===== src/rtl/ext_seq_pkg.sv =====
package ext_seq_pkg;
    localparam int unsigned SEG_W_DEF  = 8;
    localparam int unsigned OFS_W_DEF  = 16;
    localparam int unsigned LEN_W_DEF  = 2;

    // Encoded length (value minus one) to the instruction count.
    function automatic int unsigned seq_len(input int unsigned code);
        return code + 1;
    endfunction
endpackage


===== src/rtl/ext_seq_state.sv =====
module ext_seq_state #(
    parameter int unsigned SEG_W = ext_seq_pkg::SEG_W_DEF,
    parameter int unsigned LEN_W = ext_seq_pkg::LEN_W_DEF
) (
    input  logic             clk_i,
    input  logic             rst_ni,
    input  logic             start_i,
    input  logic [SEG_W-1:0] seg_i,
    input  logic [LEN_W-1:0] len_code_i,
    input  logic             instr_done_i,
    input  logic             hi_trap_i,
    output logic             active_o,
    output logic [SEG_W-1:0] seg_o
);
    localparam int unsigned CNT_W = LEN_W + 1;

    typedef struct packed {
        logic [CNT_W-1:0] cnt;
        logic [SEG_W-1:0] seg;
    } seq_state_t;

    seq_state_t st_d, st_q;

    always_comb begin
        st_d = st_q;
        if (hi_trap_i) begin
            st_d.cnt = '0;
        end else if (start_i) begin
            st_d.cnt = {1'b0, len_code_i} + CNT_W'(1);
            st_d.seg = seg_i;
        end else if (instr_done_i && (st_q.cnt != '0)) begin
            st_d.cnt = st_q.cnt - CNT_W'(1);
        end
    end

    always_ff @(posedge clk_i) begin
        if (!rst_ni) begin
            st_q <= '0;
        end else begin
            st_q <= st_d;
        end
    end

    assign active_o = (st_q.cnt != '0) && !hi_trap_i;
    assign seg_o    = st_q.seg;
endmodule


===== src/rtl/ext_seq_addr_mux.sv =====
module ext_seq_addr_mux #(
    parameter int unsigned SEG_W  = ext_seq_pkg::SEG_W_DEF,
    parameter int unsigned OFS_W  = ext_seq_pkg::OFS_W_DEF,
    parameter int unsigned ADDR_W = SEG_W + OFS_W
) (
    input  logic              sel_ext_i,
    input  logic [SEG_W-1:0]  seg_i,
    input  logic [OFS_W-1:0]  offset_i,
    input  logic [ADDR_W-1:0] page_addr_i,
    output logic [ADDR_W-1:0] addr_o
);
    always_comb begin
        if (sel_ext_i) begin
            addr_o = {seg_i, offset_i};
        end else begin
            addr_o = page_addr_i;
        end
    end
endmodule


===== src/rtl/ext_seq_ctrl.sv =====
module ext_seq_ctrl #(
    parameter int unsigned SEG_W  = ext_seq_pkg::SEG_W_DEF,
    parameter int unsigned OFS_W  = ext_seq_pkg::OFS_W_DEF,
    parameter int unsigned LEN_W  = ext_seq_pkg::LEN_W_DEF,
    localparam int unsigned ADDR_W = SEG_W + OFS_W
) (
    input  logic              clk_i,
    input  logic              rst_ni,
    input  logic              start_i,
    input  logic [SEG_W-1:0]  seg_i,
    input  logic [LEN_W-1:0]  len_code_i,
    input  logic              instr_done_i,
    input  logic [OFS_W-1:0]  offset_i,
    input  logic [ADDR_W-1:0] page_addr_i,
    input  logic              hi_trap_i,
    output logic [ADDR_W-1:0] addr_o,
    output logic              ext_sfr_o,
    output logic              lock_o
);
    logic             active;
    logic [SEG_W-1:0] seg_q;

    ext_seq_state #(.SEG_W(SEG_W), .LEN_W(LEN_W)) u_state (
        .clk_i        (clk_i),
        .rst_ni       (rst_ni),
        .start_i      (start_i),
        .seg_i        (seg_i),
        .len_code_i   (len_code_i),
        .instr_done_i (instr_done_i),
        .hi_trap_i    (hi_trap_i),
        .active_o     (active),
        .seg_o        (seg_q)
    );

    ext_seq_addr_mux #(.SEG_W(SEG_W), .OFS_W(OFS_W), .ADDR_W(ADDR_W)) u_mux (
        .sel_ext_i   (active),
        .seg_i       (seg_q),
        .offset_i    (offset_i),
        .page_addr_i (page_addr_i),
        .addr_o      (addr_o)
    );

    assign ext_sfr_o = active;
    assign lock_o    = active;
endmodule


===== config.mk =====
export PLATFORM = sky130hd
export DESIGN_NAME = ext_seq_ctrl
export DESIGN_NICKNAME = d
export VERILOG_FILES = /design/src/rtl/ext_seq_pkg.sv /design/src/rtl/ext_seq_state.sv /design/src/rtl/ext_seq_addr_mux.sv /design/src/rtl/ext_seq_ctrl.sv
export SDC_FILE = /design/constraint.sdc
export NUM_CORES = 1
export LEC_CHECK = 0
export ABC_CLOCK_PERIOD_IN_PS = 1600
export BUFFER_PORTS_ARGS = -buffer_cell sky130_fd_sc_hd__buf_2
export CAP_MARGIN = 25
export CORE_ASPECT_RATIO = 1.1
export CORE_UTILIZATION = 35
export DETAILED_ROUTE_END_ITERATION = 6
export PLACE_DENSITY = 0.83
export SLEW_MARGIN = 40
export SYNTH_ARGS = -nofsm -noshare
export SYNTH_HDL_FRONTEND = slang
export SYNTH_HIERARCHICAL = 1
export SYNTH_SLANG_ARGS = --single-unit

===== constraint.sdc =====
create_clock -name clk_i -period 1.6 [get_ports clk_i]
set_clock_uncertainty 0.05 [all_clocks]
set_input_delay 0.24 -clock clk_i [delete_from_list [all_inputs] [get_ports clk_i]]
set_output_delay 0.24 -clock clk_i [all_outputs]
set_load 0.05 [all_outputs]

==> results of run 1 <==
worst max path at each step:
stage	startpoint	end	slack, ns	cells past startpoint
after global routing	u_state/st_q[8]	addr_o[0]	-0.54	7
after detailed placement	u_state/st_q[8]	addr_o[0]	-0.22	7
after floorplan	u_state/st_q[8]	addr_o[10]	-0.36	7
after CTS	u_state/st_q[8]	addr_o[0]	-0.48	7
final	u_state/st_q[9]	addr_o[0]	-0.46	7
after global placement	u_state/st_q[9]	addr_o[23]	-0.20	7
critical path, stage by stage, from the launching register on:
cell and delay [ns]:
dfxtp_2 0.33, inv_2 0.04, ha_4 0.15, ha_4 0.16, nor2_4 0.14, buf_12 0.17
mux2_2 0.35, buf_6 0.15
cells by family after synthesis:
kind of cell / count (synthesis) / share of synthesized area
AO/OA/AOI/OAI: 4 / 0.0257
XOR/XNOR: 1 / 0.00899
flip-flops: 11 / 0.226
buffers and inverters: 16 / 0.145
adder cells (fa/ha/maj): 3 / 0.0385
multiplexers: 32 / 0.436
AND/OR/NAND/NOR: 18 / 0.119
cell type report:
class,instances,area (um2),share of cell area
clock buffers,4,26.3,0.0167
repair buffers,85,626,0.397
inverters,3,11.3,0.00714
multi-input cells,58,653,0.414
well taps,31,38.8,0.0246
flip-flops and latches,11,223,0.141
synthesized netlist by cell type:
library cell / number / area share
nand2b_4: 1 / 0.014
and2b_1: 1 / 0.0077
nor2b_1: 8 / 0.051
mux2i_1: 8 / 0.082
xnor2_1: 1 / 0.0090
or3_1: 2 / 0.013
o21a_1: 1 / 0.0077
nand2_1: 2 / 0.0077
buf_12: 2 / 0.041
mux2_2: 4 / 0.046
dfxtp_1: 11 / 0.23
inv_1: 3 / 0.012
ha_1: 3 / 0.039
a31oi_1: 2 / 0.013
nor2_1: 1 / 0.0038
nand2b_1: 1 / 0.0064
nand3b_1: 2 / 0.015
buf_4: 9 / 0.069
mux2_4: 20 / 0.31
a21oi_1: 1 / 0.0051
buf_6: 2 / 0.023
metrics by stage:
stage	power (mW)	setup slack, ns	utilization
CTS	1.08	-0.482	0.604
finish	1.08	-0.462	0.615
global placement	0.805	-0.198	0.535
floorplan	0.698	-0.361	-
detailed placement	0.816	-0.220	0.535
global route	1.14	-0.540	0.615
registers in the layout (all words and copies together), names as in the netlist:
name	count
u_state/seg_o	8
u_state/st_q	3
power by group through the flow:
| stage | sequential, mW | clock (mW) | combinational, mW |
|---|---|---|---|
| global route | 0.296 | 0.210 | 0.633 |
| floorplan | 0.299 | 0 | 0.399 |
| CTS | 0.295 | 0.195 | 0.591 |
| finish | 0.295 | 0.184 | 0.604 |
| global placement | 0.300 | 0 | 0.505 |
| detailed placement | 0.301 | 0 | 0.515 |
timing repair:
item | CTS | global route
resized for setup | 48 | 8
endpoints found under the setup margin | 26 | 26
pin swaps | 0 | 0
hold endpoints to repair | 0 | 0
buffers inserted | 0 | 1
metal layers:
layer	wire, um	vias to the layer above	global-route usage
met4	19	0	0.0338
met3	243	2	0.0613
met2	1420	54	0.349
met1	955	412	0.166
li1	-	436	-
met5	0	-	0
==> flow_metrics.tcl, run 1 <==
set metrics [dict create \
    yosysUniqueCellTypes 21 \
    drive_above_1_share 0.745 \
    drt_iter0_markers 12 \
    swShare 0.388 \
    hold_class "in2reg" \
    die_area_mm2 0.00300 \
    worst_slack_ns -0.462 \
    syn2layout_area_growth_pct 61.9 \
    reg2reg_depth 6 \
    startpoint_type "flip-flop" \
    worst_hold_path.num_cells 3 \
    drcViolationCount 0 \
    layout_commonest_cell "buf_2" \
    cts.clk_slew.worst_paths_ns 0.07 \
    num_io_pins 81 \
    synth_area_per_cell_um2 11.5 \
    worst_pin_slew_ns 0.145 \
    root_buffer "clkbuf_4" \
    cts_buffers 3 \
    nFillCells 221 \
    cap_viol_max_count 0 \
    place.gp.congestion 0.713 \
    regToRegEndpoint "u_state/st_q[9]" \
    die_h_um 57.3 \
    power.density_mw_per_mm2 687 \
    period_share 1.29 \
    violations "setup timing" \
    clock_power_share 0.170 \
    ys_warn_count 6 \
    io_buffers 80 \
    grt_overflow 0 \
    post_drt_via_cell_ratio 4.71 \
    leakage_nw 0.776 \
    cp-end-kind "primary output" \
    p_comb_frac 0.558 \
    placement_rows 19 \
    vias 904 \
    first_global_vias 917 \
    final_nets 220 \
    core_area_mm2 0.00257 \
    synth_area_um2 975 \
    netlist_instances 85 \
    timing.rr.start "u_state/st_q[9]" \
    die_w_um 52.3 \
    grt_use_total 0.176 \
    syn-num-nets 143 \
    start_util 0.380 \
    arrival_ns 1.77 \
    cp_max_fo 13 \
    hp-start "seg_i[1]" \
    design_area_mm2 0.00158 \
    setup-violations-final 26 \
    dp_hpwl_um 1960 \
    period_needed_ns 2.06 \
    synth_seq_area_share 0.226 \
    insertion_delay_ns 0.26 \
    grt_setup_unrepaired "yes" \
    clock_path_buffers 2 \
    ant_nets 0 \
    maxSlewViolCount 0 \
    cts_tree "done" \
    status "finished with violations" \
    routed_wl_um 2640 \
    routedWlPerCell_um 13.8 \
    grt_pass1_wl_um 3910 \
    setup_tns_ns -10.69 \
    antenna_found_initial 0 \
    clock_sinks 11 \
    postCtsHoldBufs 0 \
    hold_path_end "u_state/seg_o[1]" \
    relSlewSlack 0.901 \
    seqPwrFrac 0.272 \
    switchingPower_mw 0.420 \
    required_ns 1.31 \
    internal_power_mw 0.664 \
    layout_common_cells "buf_2, buf_6, mux2_4" \
    synth.ff_latch_count 11 \
    dpl.cell_count 187 \
    fin_hold_ws_ns 0.185 \
    first_pass_iters 3 \
    dpl_cell_area_mm2 0.00137 \
    ctsHtreeMaxLevel 1 \
    fmax_mhz 485 \
    rrSetupSlack_ns 0.14 \
    antenna_cells 0 \
    grt_max_degree 15 \
    crit_type "reg2out" \
    max-vdd-ir-drop_v 0.000505 \
    layoutNonFillerInstCount 192 \
    finalHoldViolCount 0 \
]
Power figures use the tool's default switching activity.
==> inputs of run 2 (changes only) <==
--- a/config.mk
+++ b/config.mk
@@ -12,6 +12,7 @@
 export CORE_UTILIZATION = 35
 export DETAILED_ROUTE_END_ITERATION = 6
 export PLACE_DENSITY = 0.83
+export RECOVER_POWER = 50
 export SLEW_MARGIN = 40
 export SYNTH_ARGS = -nofsm -noshare
 export SYNTH_HDL_FRONTEND = slang
==> run 2 against run 1 <==
Net effect:
- the flow still finishes with violations (setup timing)
- flip-flop and latch count unchanged
- total power about the same
- combinational power about the same
- via count unchanged
- clock power about the same
- clock-buffer cell count unchanged
- utilization decreased by 0.15 points
- die area unchanged
- cell area decreased by 0.24%
- worst setup slack unchanged
- sequential power about the same
- global-route usage unchanged
- largest cell class unchanged
==> flow_metrics.tcl, run 2 (same netlist as run 1, synthesis figures left out) <==
set metrics [dict create \
    total_power_mw 1.08 \
    io_buffers 80 \
    die_w_um 52.3 \
    vias 904 \
    postCtsHoldBufs 0 \
    seqPwrFrac 0.272 \
    worst_hold_path.num_cells 3 \
    start_util 0.380 \
    grt_pass1_wl_um 3910 \
    drcViolationCount 0 \
    cp_num_buf_inv 3 \
    hold_class "in2reg" \
    startpoint_type "flip-flop" \
    dpl_cell_area_mm2 0.00137 \
    dpl.cell_count 187 \
    status "finished with violations" \
    layout_commonest_cell "buf_2" \
    period_share 1.29 \
    layoutNonFillerInstCount 192 \
    switchingPower_mw 0.420 \
    relSlewSlack 0.617 \
    grt_max_degree 15 \
    syn2layout_area_growth_pct 61.5 \
    clock_path_buffers 2 \
    first_global_vias 917 \
    maxSlewViolCount 0 \
    arrival_ns 1.77 \
    clock_power_share 0.170 \
    design_area_mm2 0.00157 \
    die_h_um 57.3 \
    largest_reg_flops 8 \
    hp-start "seg_i[1]" \
    cp_max_fo 13 \
    dp_hpwl_um 1960 \
    routedWlPerCell_um 13.7 \
    grt_use_total 0.176 \
    grt_setup_unrepaired "yes" \
    routed_wl_um 2640 \
    internal_power_mw 0.663 \
    reg2reg_depth 6 \
    root_buffer "clkbuf_4" \
    crit_type "reg2out" \
    first_pass_iters 3 \
    num_io_pins 81 \
    die_area_mm2 0.00300 \
    crit_family "buffers and inverters" \
    path_cells "inv_2 > ha_4 > ha_4 > nor2_4 > buf_12 > mux2_2 > buf_6" \
    clock_sinks 11 \
    antenna_cells 0 \
    placement_rows 19 \
    regToRegEndpoint "u_state/st_q[9]" \
    worst_pin_slew_ns 0.574 \
    hold_path_end "u_state/seg_o[1]" \
    leakage_nw 0.772 \
    cts_buffers 3 \
    nFillCells 223 \
    drive_above_1_share 0.739 \
    power.density_mw_per_mm2 688 \
    period_needed_ns 2.06 \
    post_drt_via_cell_ratio 4.71 \
    swShare 0.388 \
    antenna_found_initial 0 \
    place.gp.congestion 0.713 \
    worst_slack_ns -0.462 \
    required_ns 1.31 \
    finalHoldViolCount 0 \
    path_common_cell "ha_4" \
    timing.rr.start "u_state/st_q[9]" \
    cap_viol_max_count 0 \
    max-vdd-ir-drop_v 0.000490 \
    grt_overflow 0 \
    fmax_mhz 485 \
    layout_common_cells "buf_2, buf_6, mux2_4" \
    ant_nets 0 \
    drt_iter0_markers 12 \
    cts_tree "done" \
    setup-violations-final 26 \
    insertion_delay_ns 0.26 \
    p_comb_frac 0.557 \
    fin_util 0.613 \
    ctsHtreeMaxLevel 1 \
    final_nets 220 \
    rrSetupSlack_ns 0.14 \
    cpPeakStageDelay_ns 0.35 \
    dp_slack_ns -0.220 \
    cp-startpoint "u_state/st_q[9]" \
    slowest_stage "mux2_2" \
    cp-end-kind "primary output" \
    violations "setup timing" \
    core_area_mm2 0.00257 \
    cts.clk_slew.worst_paths_ns 0.07 \
]
==> run 2: worst min-delay path: stages <==
cell and delay (ns):
buf_2 0.07, mux2i_1 0.06, nor2b_1 0.09
==> run 2: repair_timing <==
action,4_1_cts,5_1_grt
setup buffers,0,1
setup endpoints to repair,26,26
resized for setup,48,8
pin swaps,0,0
==> run 2: metrics by stage <==
stage,TNS [ns],hold WS [ns]
finish,-10.69,0.185
CTS,-11.22,0.175
global placement,-4.05,0.442
detailed placement,-4.56,0.453
floorplan,-8.41,0.314
global route,-12.71,0.182
==> run 2: cell type report <==
class | count | area (um2) | area share
multi-input combinational | 58 | 653 | 0.415
timing repair buffer | 85 | 622 | 0.395
sequential | 11 | 223 | 0.141
tap | 31 | 38.8 | 0.0246
clock buffer | 4 | 26.3 | 0.0167
inverter | 3 | 11.3 | 0.00715
==> run 2: worst max-delay path by stage <==
stage                     depth (start not counted)         end  slack (ns)
final                                             7   addr_o[0]       -0.46
after global routing                              7   addr_o[0]       -0.54
after global placement                            7  addr_o[23]       -0.20
after CTS                                         7   addr_o[0]       -0.48
after floorplan                                   7  addr_o[10]       -0.36
after detailed placement                          7   addr_o[0]       -0.22
==> run 2: layer usage <==
metal | track usage | routed length, um
met5 | 0 | 0
met2 | 0.349 | 1420
met3 | 0.0613 | 243
met1 | 0.166 | 954
met4 | 0.0338 | 19
==> run 2: power groups by stage <==
stage,registers [mW],clock network (mW),logic (mW)
detailed placement,0.301,0,0.515
floorplan,0.299,0,0.399
global route,0.296,0.210,0.631
global placement,0.300,0,0.505
finish,0.295,0.184,0.603
CTS,0.295,0.195,0.591
